$ cat src/rtl/alu_pkg.sv
package alu_pkg;

    typedef enum logic [1:0] {
        SEL_AND  = 2'b00,
        SEL_OR   = 2'b01,
        SEL_SUM  = 2'b10,
        SEL_LESS = 2'b11
    } alu_sel_e;

    typedef struct packed {
        logic     inv_a;
        logic     inv_b;
        alu_sel_e sel;
    } alu_ctrl_t;

    typedef struct packed {
        logic sum;
        logic cout;
        logic res;
    } slice_out_t;

    // Shared one-bit datapath: conditional inversion, full adder, output mux.
    function automatic slice_out_t slice_eval(input logic a, input logic b,
                                              input logic inv_a, input logic inv_b,
                                              input logic cin, input logic less,
                                              input alu_sel_e sel);
        slice_out_t o;
        logic ae, be;
        ae     = a ^ inv_a;
        be     = b ^ inv_b;
        o.sum  = ae ^ be ^ cin;
        o.cout = (ae & be) | (ae & cin) | (be & cin);
        case (sel)
            SEL_AND: o.res = ae & be;
            SEL_OR:  o.res = ae | be;
            SEL_SUM: o.res = o.sum;
            default: o.res = less;
        endcase
        return o;
    endfunction

endpackage

$ cat src/rtl/alu_slice.sv
module alu_slice
    import alu_pkg::*;
(
    input  logic     a_i,
    input  logic     b_i,
    input  logic     inv_a_i,
    input  logic     inv_b_i,
    input  logic     cin_i,
    input  logic     less_i,
    input  alu_sel_e sel_i,
    output logic     res_o,
    output logic     cout_o
);
    slice_out_t out_d;

    always_comb begin
        out_d = slice_eval(a_i, b_i, inv_a_i, inv_b_i, cin_i, less_i, sel_i);
    end

    assign res_o  = out_d.res;
    assign cout_o = out_d.cout;
endmodule

$ cat src/rtl/alu_msb_slice.sv
module alu_msb_slice
    import alu_pkg::*;
(
    input  logic     a_i,
    input  logic     b_i,
    input  logic     inv_a_i,
    input  logic     inv_b_i,
    input  logic     cin_i,
    input  logic     less_i,
    input  alu_sel_e sel_i,
    output logic     res_o,
    output logic     set_o,
    output logic     ovf_o
);
    slice_out_t out_d;

    always_comb begin
        out_d = slice_eval(a_i, b_i, inv_a_i, inv_b_i, cin_i, less_i, sel_i);
    end

    // Signed overflow: carry into the sign position differs from carry out.
    assign ovf_o = cin_i ^ out_d.cout;
    // True signed "less" = sign of difference corrected by overflow.
    assign set_o = out_d.sum ^ ovf_o;
    assign res_o = out_d.res;
endmodule

$ cat src/rtl/alu_zero_detect.sv
module alu_zero_detect #(
    parameter int WIDTH = 32
) (
    input  logic [WIDTH-1:0] val_i,
    output logic             zero_o
);
    assign zero_o = ~(|val_i);
endmodule

$ cat src/rtl/sliced_alu.sv
module sliced_alu
    import alu_pkg::*;
#(
    parameter int WIDTH = 32
) (
    input  logic [WIDTH-1:0] op_a,
    input  logic [WIDTH-1:0] op_b,
    input  logic [3:0]       ctrl,
    output logic [WIDTH-1:0] result,
    output logic             zero,
    output logic             overflow
);
    localparam int MSB = WIDTH - 1;

    typedef struct packed {
        logic [WIDTH-1:0] result;
        logic             zero;
        logic             overflow;
    } alu_out_t;

    alu_ctrl_t        ctl;
    logic [WIDTH-1:0] carry;
    logic [WIDTH-1:0] less;
    logic [WIDTH-1:0] slice_res;
    logic             set_msb;
    logic             ovf_msb;
    logic             zero_raw;
    alu_out_t         out_d;

    assign ctl      = alu_ctrl_t'(ctrl);
    assign carry[0] = ctl.inv_b;
    assign less     = {{(WIDTH-1){1'b0}}, set_msb};

    for (genvar i = 0; i < WIDTH; i++) begin : g_slice
        if (i == MSB) begin : g_top
            alu_msb_slice u_msb (
                .a_i     (op_a[i]),
                .b_i     (op_b[i]),
                .inv_a_i (ctl.inv_a),
                .inv_b_i (ctl.inv_b),
                .cin_i   (carry[i]),
                .less_i  (less[i]),
                .sel_i   (ctl.sel),
                .res_o   (slice_res[i]),
                .set_o   (set_msb),
                .ovf_o   (ovf_msb)
            );
        end else begin : g_low
            alu_slice u_bit (
                .a_i     (op_a[i]),
                .b_i     (op_b[i]),
                .inv_a_i (ctl.inv_a),
                .inv_b_i (ctl.inv_b),
                .cin_i   (carry[i]),
                .less_i  (less[i]),
                .sel_i   (ctl.sel),
                .res_o   (slice_res[i]),
                .cout_o  (carry[i+1])
            );
        end
    end

    alu_zero_detect #(.WIDTH(WIDTH)) u_zero (
        .val_i  (slice_res),
        .zero_o (zero_raw)
    );

    always_comb begin
        out_d          = '0;
        out_d.result   = slice_res;
        out_d.zero     = zero_raw;
        out_d.overflow = (ctl.sel == SEL_SUM) ? ovf_msb : 1'b0;
    end

    assign result   = out_d.result;
    assign zero     = out_d.zero;
    assign overflow = out_d.overflow;
endmodule

$ cat config.mk
export PLATFORM = sky130hd
export DESIGN_NAME = sliced_alu
export DESIGN_NICKNAME = d
export VERILOG_FILES = /design/src/rtl/alu_pkg.sv /design/src/rtl/alu_slice.sv /design/src/rtl/alu_msb_slice.sv /design/src/rtl/alu_zero_detect.sv /design/src/rtl/sliced_alu.sv
export SDC_FILE = /design/constraint.sdc
export NUM_CORES = 1
export LEC_CHECK = 0
export CORE_ASPECT_RATIO = 1.75
export CORE_MARGIN = 2
export CORE_UTILIZATION = 60
export DETAILED_ROUTE_END_ITERATION = 16
export DONT_BUFFER_PORTS = 1
export GPL_ROUTABILITY_DRIVEN = 0
export PLACE_DENSITY = 0.79
export SLEW_MARGIN = 20
export SYNTH_ARGS = -nofsm -noshare
export SYNTH_HDL_FRONTEND = slang
export SYNTH_HIERARCHICAL = 1
export SYNTH_SLANG_ARGS = --single-unit
$ cat constraint.sdc
create_clock -name vclk -period 17.24
set_clock_uncertainty 0.2 [all_clocks]
set_input_delay 0.862 -clock vclk [all_inputs]
set_output_delay 0.862 -clock vclk [all_outputs]
set_load 0.005 [all_outputs]
# [After elaboration in Yosys (flattened, before gate mapping)]
# Cells that the tools add are included.
[word_totals] memories=0 in_bits=68 register_bits=0 latchBits=0 mem_bits_ro=0 ram_bits=0 word_cells=360 output_inout_bits=34
[op_classes] reduce_logical=2 magnitude_cmp=0 muxes=33 mul=0 bitwise=323 eq_ne=2 add_sub_neg=0 n_div=0 shift=0
[ops] cell="bitwise XOR 1 bit" count=130
[ops] cell="AND 1 bit" count=96
[ops] cell="bitwise OR 1 bit" count=96
[ops] cell="one-hot mux 1 bit (3 select lines)" count=32
[ops] cell="OR reduction 32 bit" count=1
[ops] cell="== test 2 x 1 -> 1 bit, second input constant" count=1
[ops] cell="== test 2 bit, second input constant" count=1
[ops] cell="zero test 2 bit" count=1
[ops] cell="2-to-1 mux 1 bit" count=1
[ops] cell="inverter 1 bit" count=1

# [Longest topological paths before layout]
[logic_depth] depth_word=102 mapped_depth=40 mapped_depth_nobuf=40

# [Modules after synthesis]
# The synthesis kept the hierarchy.
[by_module_without_submodules] mod="alu_slice" seq_area_each_um2=0.0 cells_per_inst=9 area_per_inst_um2=96.3 n_inst=31
[by_module_without_submodules] mod="alu_msb_slice" seq_area_each_um2=0.0 cells_per_inst=12 area_per_inst_um2=107.6 n_inst=1
[by_module_without_submodules] mod="alu_zero_detect" seq_area_each_um2=0.0 cells_per_inst=11 area_per_inst_um2=72.6 n_inst=1
[by_module_without_submodules] mod="sliced_alu" seq_area_each_um2=0.0 cells_per_inst=2 area_per_inst_um2=12.5 n_inst=1

# [Worst setup path after synthesis]
# OpenSTA, ideal clock, no wires.
[synth_path] path_type="input to output" start="in ctrl[3]" end="out zero" slack_ns=-0.248 t_arrival_ns=16.426 path_buffers=0 stages=40 t_required_ns=16.178 path_cell_list="xnor2_1 > inv_1 > fa_1 > fa_1 > fa_1 > fa_1 > fa_1 > fa_1 > fa_1 > fa_1 > fa_1 > fa_1 > fa_1 > fa_1 > fa_1 > fa_1 > fa_1 > fa_1 > [... 4 more ...] > fa_1 > fa_1 > fa_1 > fa_1 > fa_1 > fa_1 > fa_1 > fa_1 > fa_1 > fa_1 > fa_1 > inv_1 > maj3_1 > xnor2_1 > mux4_2 > nor4_1 > nand4_1 > nor2_1"
[synth_between] elab_chain_cells=102 word_cells_on_any_way=323 cone_classes="mux: 32; bitwise: 290; reduce/logical: 1"
[synth_rtl] element="from (decl)" line="sliced_alu.sv:8" source="input logic [3:0] ctrl,"
[synth_rtl] element="bitwise XOR 1 bit *" line="alu_pkg.sv:29" source="ae = a ^ inv_a;"
[synth_rtl] element="AND 1 bit" line="alu_pkg.sv:32" source="o.cout = (ae & be) | (ae & cin) | (be & cin);"
[synth_rtl] element="bitwise OR 1 bit * (2 in series)" line="alu_pkg.sv:32"
[synth_rtl] element="via carry[1]" line="sliced_alu.sv:22" source="logic [WIDTH-1:0] carry;"
[synth_rtl] element="AND 1 bit" line="alu_pkg.sv:32"
[synth_rtl] element="bitwise OR 1 bit" line="alu_pkg.sv:32"
[synth_rtl] element="bitwise OR 1 bit *" line="alu_pkg.sv:32"
[synth_rtl] element="via carry[2]" line="sliced_alu.sv:22"
[synth_rtl] element="[... 3 more ...]"
[synth_rtl] element="via carry[3]" line="sliced_alu.sv:22"
[synth_rtl] element="[... 3 more ...]"
[synth_rtl] element="via carry[4]" line="sliced_alu.sv:22"
[synth_rtl] element="[... 3 more ...]"
[synth_rtl] element="via carry[5]" line="sliced_alu.sv:22"
[synth_rtl] element="[... 3 more ...]"
[synth_rtl] element="via carry[6]" line="sliced_alu.sv:22"
[synth_rtl] element="[... 3 more ...]"
[synth_rtl] element="via carry[7]" line="sliced_alu.sv:22"
[synth_rtl] element="[... 3 more ...]"
[synth_rtl] element="via carry[8]" line="sliced_alu.sv:22"
[synth_rtl] element="[... 3 more ...]"
[synth_rtl] element="via carry[9]" line="sliced_alu.sv:22"
[synth_rtl] element="[... 3 more ...]"
[synth_rtl] element="via carry[10]" line="sliced_alu.sv:22"
[synth_rtl] element="[... 3 more ...]"
[synth_rtl] element="via carry[11]" line="sliced_alu.sv:22"
[synth_rtl] element="[... 3 more ...]"
[synth_rtl] element="via carry[12]" line="sliced_alu.sv:22"
[synth_rtl] element="[... 3 more ...]"
[synth_rtl] element="via carry[13]" line="sliced_alu.sv:22"
[synth_rtl] element="[... 3 more ...]"
[synth_rtl] element="via carry[14]" line="sliced_alu.sv:22"
[synth_rtl] element="[... 3 more ...]"
[synth_rtl] element="via carry[15]" line="sliced_alu.sv:22"
[synth_rtl] element="[... 3 more ...]"
[synth_rtl] element="via carry[16]" line="sliced_alu.sv:22"
[synth_rtl] element="[... 3 more ...]"
[synth_rtl] element="via carry[17]" line="sliced_alu.sv:22"
[synth_rtl] element="[... 3 more ...]"
[synth_rtl] element="via carry[18]" line="sliced_alu.sv:22"
[synth_rtl] element="[... 3 more ...]"
[synth_rtl] element="via carry[19]" line="sliced_alu.sv:22"
[synth_rtl] element="[... 3 more ...]"
[synth_rtl] element="via carry[20]" line="sliced_alu.sv:22"
[synth_rtl] element="[... 3 more ...]"
[synth_rtl] element="via carry[21]" line="sliced_alu.sv:22"
[synth_rtl] element="[... 3 more ...]"
[synth_rtl] element="via carry[22]" line="sliced_alu.sv:22"
[synth_rtl] element="[... 3 more ...]"
[synth_rtl] element="via carry[23]" line="sliced_alu.sv:22"
[synth_rtl] element="[... 3 more ...]"
[synth_rtl] element="via carry[24]" line="sliced_alu.sv:22"
[synth_rtl] element="[... 3 more ...]"
[synth_rtl] element="via carry[25]" line="sliced_alu.sv:22"
[synth_rtl] element="[... 3 more ...]"
[synth_rtl] element="via carry[26]" line="sliced_alu.sv:22"
[synth_rtl] element="[... 3 more ...]"
[synth_rtl] element="via carry[27]" line="sliced_alu.sv:22"
[synth_rtl] element="[... 3 more ...]"
[synth_rtl] element="via carry[28]" line="sliced_alu.sv:22"
[synth_rtl] element="[... 3 more ...]"
[synth_rtl] element="via carry[29]" line="sliced_alu.sv:22"
[synth_rtl] element="[... 3 more ...]"
[synth_rtl] element="via carry[30]" line="sliced_alu.sv:22"
[synth_rtl] element="[... 3 more ...]"
[synth_rtl] element="via carry[31]" line="sliced_alu.sv:22"
[synth_rtl] element="[... 1 more ...]"
[synth_rtl] element="bitwise OR 1 bit (2 in series)" line="alu_pkg.sv:32"
[synth_rtl] element="bitwise XOR 1 bit" line="alu_msb_slice.sv:22" source="assign ovf_o = cin_i ^ out_d.cout;"
[synth_rtl] element="bitwise XOR 1 bit *" line="alu_msb_slice.sv:24" source="assign set_o = out_d.sum ^ ovf_o;"
[synth_rtl] element="via set_msb" line="sliced_alu.sv:25" source="logic set_msb;"
[synth_rtl] element="one-hot mux 1 bit (3 select lines) *" line="alu_pkg.sv:33" source="case (sel)"
[synth_rtl] element="via result[0]" line="sliced_alu.sv:9" source="output logic [WIDTH-1:0] result,"
[synth_rtl] element="OR reduction 32 bit *" line="alu_zero_detect.sv:7" source="assign zero_o = ~(|val_i);"
[synth_rtl] element="inverter 1 bit *" line="alu_zero_detect.sv:7"
[synth_rtl] element="to (decl)" line="sliced_alu.sv:10" source="output logic zero,"
# Mark *: on every way through the listed nets, which the timed path passes. The rest lies on a longest branch.

# [Final worst setup path]
[layout_path] start="in ctrl[3]" end="out zero"
[layout_between] elab_chain_cells=102 word_cells_on_any_way=323 cone_classes="mux: 32; bitwise: 290; reduce/logical: 1"
[layout_rtl] element="bitwise XOR 1 bit *" line="alu_pkg.sv:29"
[layout_rtl] element="AND 1 bit" line="alu_pkg.sv:32"
[layout_rtl] element="bitwise OR 1 bit * (2 in series)" line="alu_pkg.sv:32"
[layout_rtl] element="via carry[1]" line="sliced_alu.sv:22"
[layout_rtl] element="AND 1 bit" line="alu_pkg.sv:32"
[layout_rtl] element="bitwise OR 1 bit" line="alu_pkg.sv:32"
[layout_rtl] element="bitwise OR 1 bit *" line="alu_pkg.sv:32"
[layout_rtl] element="via carry[2]" line="sliced_alu.sv:22"
[layout_rtl] element="[... 3 more ...]"
[layout_rtl] element="via carry[3]" line="sliced_alu.sv:22"
[layout_rtl] element="[... 3 more ...]"
[layout_rtl] element="via carry[4]" line="sliced_alu.sv:22"
[layout_rtl] element="[... 3 more ...]"
[layout_rtl] element="via carry[5]" line="sliced_alu.sv:22"
[layout_rtl] element="[... 3 more ...]"
[layout_rtl] element="via carry[6]" line="sliced_alu.sv:22"
[layout_rtl] element="[... 3 more ...]"
[layout_rtl] element="via carry[7]" line="sliced_alu.sv:22"
[layout_rtl] element="[... 3 more ...]"
[layout_rtl] element="via carry[8]" line="sliced_alu.sv:22"
[layout_rtl] element="[... 3 more ...]"
[layout_rtl] element="via carry[9]" line="sliced_alu.sv:22"
[layout_rtl] element="[... 3 more ...]"
[layout_rtl] element="via carry[10]" line="sliced_alu.sv:22"
[layout_rtl] element="[... 3 more ...]"
[layout_rtl] element="via carry[11]" line="sliced_alu.sv:22"
[layout_rtl] element="[... 3 more ...]"
[layout_rtl] element="via carry[12]" line="sliced_alu.sv:22"
[layout_rtl] element="[... 3 more ...]"
[layout_rtl] element="via carry[13]" line="sliced_alu.sv:22"
[layout_rtl] element="[... 3 more ...]"
[layout_rtl] element="via carry[14]" line="sliced_alu.sv:22"
[layout_rtl] element="[... 3 more ...]"
[layout_rtl] element="via carry[15]" line="sliced_alu.sv:22"
[layout_rtl] element="[... 3 more ...]"
[layout_rtl] element="via carry[16]" line="sliced_alu.sv:22"
[layout_rtl] element="[... 3 more ...]"
[layout_rtl] element="via carry[17]" line="sliced_alu.sv:22"
[layout_rtl] element="[... 3 more ...]"
[layout_rtl] element="via carry[18]" line="sliced_alu.sv:22"
[layout_rtl] element="[... 3 more ...]"
[layout_rtl] element="via carry[19]" line="sliced_alu.sv:22"
[layout_rtl] element="[... 3 more ...]"
[layout_rtl] element="via carry[20]" line="sliced_alu.sv:22"
[layout_rtl] element="[... 3 more ...]"
[layout_rtl] element="via carry[21]" line="sliced_alu.sv:22"
[layout_rtl] element="[... 3 more ...]"
[layout_rtl] element="via carry[22]" line="sliced_alu.sv:22"
[layout_rtl] element="[... 3 more ...]"
[layout_rtl] element="via carry[23]" line="sliced_alu.sv:22"
[layout_rtl] element="[... 3 more ...]"
[layout_rtl] element="via carry[24]" line="sliced_alu.sv:22"
[layout_rtl] element="[... 3 more ...]"
[layout_rtl] element="via carry[25]" line="sliced_alu.sv:22"
[layout_rtl] element="[... 3 more ...]"
[layout_rtl] element="via carry[26]" line="sliced_alu.sv:22"
[layout_rtl] element="[... 3 more ...]"
[layout_rtl] element="via carry[27]" line="sliced_alu.sv:22"
[layout_rtl] element="[... 3 more ...]"
[layout_rtl] element="via carry[28]" line="sliced_alu.sv:22"
[layout_rtl] element="[... 3 more ...]"
[layout_rtl] element="via carry[29]" line="sliced_alu.sv:22"
[layout_rtl] element="[... 3 more ...]"
[layout_rtl] element="via carry[30]" line="sliced_alu.sv:22"
[layout_rtl] element="[... 3 more ...]"
[layout_rtl] element="via carry[31]" line="sliced_alu.sv:22"
[layout_rtl] element="AND 1 bit" line="alu_pkg.sv:32"
[layout_rtl] element="bitwise OR 1 bit (2 in series)" line="alu_pkg.sv:32"
[layout_rtl] element="bitwise XOR 1 bit" line="alu_msb_slice.sv:22"
[layout_rtl] element="bitwise XOR 1 bit *" line="alu_msb_slice.sv:24"
[layout_rtl] element="via set_msb" line="sliced_alu.sv:25"
[layout_rtl] element="one-hot mux 1 bit (3 select lines) *" line="alu_pkg.sv:33"
[layout_rtl] element="OR reduction 32 bit *" line="alu_zero_detect.sv:7"
[layout_rtl] element="inverter 1 bit *" line="alu_zero_detect.sv:7"
# Marked as above.

==> impl_metrics.tcl <==
set metrics [dict create \
    area_delta_synth_final_pct 10.5 \
    synth_cell_types 15 \
    seq_area_um2 0 \
    end_kind "output port" \
    finalSetupTns_ns 0 \
    die-area_um2 5920 \
    critical_path.max_stage_delay_ns 0.51 \
    rsz0062_at_grt "no" \
    status "completed" \
    ios 102 \
    power.leakage_nw 1.72 \
    switching_share_pct 50.4 \
    finalCritPeriodShare_pct 96.9 \
    holdWs_ns 1.72 \
    synthCells 304 \
    num_antenna_cells 0 \
    cp-start-kind "input pin" \
    critPathBufInv 2 \
    place_hpwl_mm 5.54 \
    dr.first_iter.drc_count 49 \
    place_ws_ns -0.628 \
    drive_gt1_share_pct 20.1 \
    drc 0 \
    cp_common_cell "fa_2" \
    crit_family "adder cells" \
    fin_crit_ns 16.70 \
    initial_utilization_pct 61.5 \
    yosys-top-cells-area "ha_1, mux4_2, fa_1, inv_1, xnor2_1" \
    grt-ovfl-total 0 \
    synth_warnings 6 \
    maxSlewViolCount 0 \
    p_switching_mw 0.0694 \
    antenna_found_initial 0 \
    placed_cells 399 \
    max_freq_mhz 59.9 \
    synthTopCellsByCount "inv_1, ha_1, xnor2_1" \
    internal-power_mw 0.0683 \
    layout.nets 508 \
    clockPowerShare_pct 0 \
    hold_violations 0 \
    hold_start "ctrl[0]" \
    ant_nets 0 \
    postCtsHoldBufs 0 \
    synth_top_cell_by_area "ha_1" \
    holdCritPathClass "input pin to output port" \
    synth_most_common_cell "inv_1" \
    power.density_nw_per_um2 39.2 \
    instances_no_fill 399 \
    dr.pass1.iters 4 \
    die_width_um 59.0 \
    avgSynthCellArea_um2 10.5 \
    max_cap_violations 0 \
    grt_pass1_wl_mm 10.4 \
    synth_top_cell_area_share_pct 24.8 \
    syn_area_um2 3180 \
    setup_slack_ns 0.536 \
    core_area_um2 5170 \
    power_mw 0.138 \
    path_max_fanout 32 \
    required_ns 16.18 \
    nClkBuffers 0 \
    via_count 2124 \
    rows 35 \
    crit_start "ctrl[3]" \
    synth_seq_area_share_pct 0 \
    seq_cell_count 0 \
    nFillCells 398 \
    crit_path_top_delay_cell "mux4_2" \
    die_h_um 100 \
    critPathKind "input pin to output port" \
    io_buffer_count 0 \
    setup_viol 0 \
    cts_setup_buffers 0 \
    grt_max_degree 34 \
    grt_pass1_vias 2428 \
    vias_per_cell 5.32 \
    multi_input_area_um2 3010 \
    p_seq_share_pct 0 \
    wire_per_inst_um 16.4 \
    peakVddDrop_mv 0.0199 \
    cp_data_arrival_time_ns 15.64 \
    grtUsageTotal_pct 22.4 \
    power_frac_comb_pct 100.0 \
    routed_wl_mm 6.54 \
]
[worst paths after layout]
check / to / depth (start not counted)
worst min-delay path: result[10] / 1
worst max-delay path: zero / 40
[cell type report]
cell class / instances / share of cell area (%)
inverter: 95 / 10.1
timing repair buffer: 10 / 2.14
tap: 55 / 1.96
multi-input combinational: 239 / 85.8
[routing by layer]
metal	share of wire [%]	global-route usage [%]	wire length [um]
met3	4.0	1.80	261
met2	62	47.4	4050
met5	0	0	0
met1	31	21.6	2060
met4	2.7	5.24	178
[per-stage QoR]
| stage | area [um2] | utilization (%) |
|---|---|---|
| detailed placement | 3450 | 66.7 |
| global route | 3510 | 68.0 |
| CTS | 3480 | 67.4 |
| finish | 3510 | 68.0 |
| global placement | 3450 | 66.7 |
| floorplan | 3300 | - |
[logic make-up after synthesis]
group,share of synthesized area (%)
xor gates and xnor gates,18.2
and+or+nand+nor,2.91
muxes,22.7
AOI/OAI and AO/OA,0.276
adders and majority gates,44.6
other,0.118
buffers and inverters,11.2
[power by group through the flow]
stage	Combinational, mW	Sequential [mW]	Clock (mW)
finish	0.138	0	0
detailed placement	0.133	0	0
global placement	0.125	0	0
CTS	0.137	0	0
floorplan	0.0985	0	0
global route	0.157	0	0
[placed cells by master (no fill, tap or decap)]
master   count
conb_1      31
and3b_1      1
nor4_2       1
ha_1        63
nor2_1       2
and3_2       1
xnor2_2      1
buf_4       10
nand4_1      2
xnor2_1     33
fa_1         9
a21o_2       1
fa_2        22
nor4_1       6
nor4_4       1
inv_1       95
maj3_1       1
xor2_1      32
mux4_2      32
[what timing repair did]
item,in CTS,in global routing
resized for setup,12,8
gates cloned,0,0
hold endpoints to repair,0,0
endpoints found under the setup margin,4,1
pin swaps,1,1
Power figures use the tool's default switching activity.
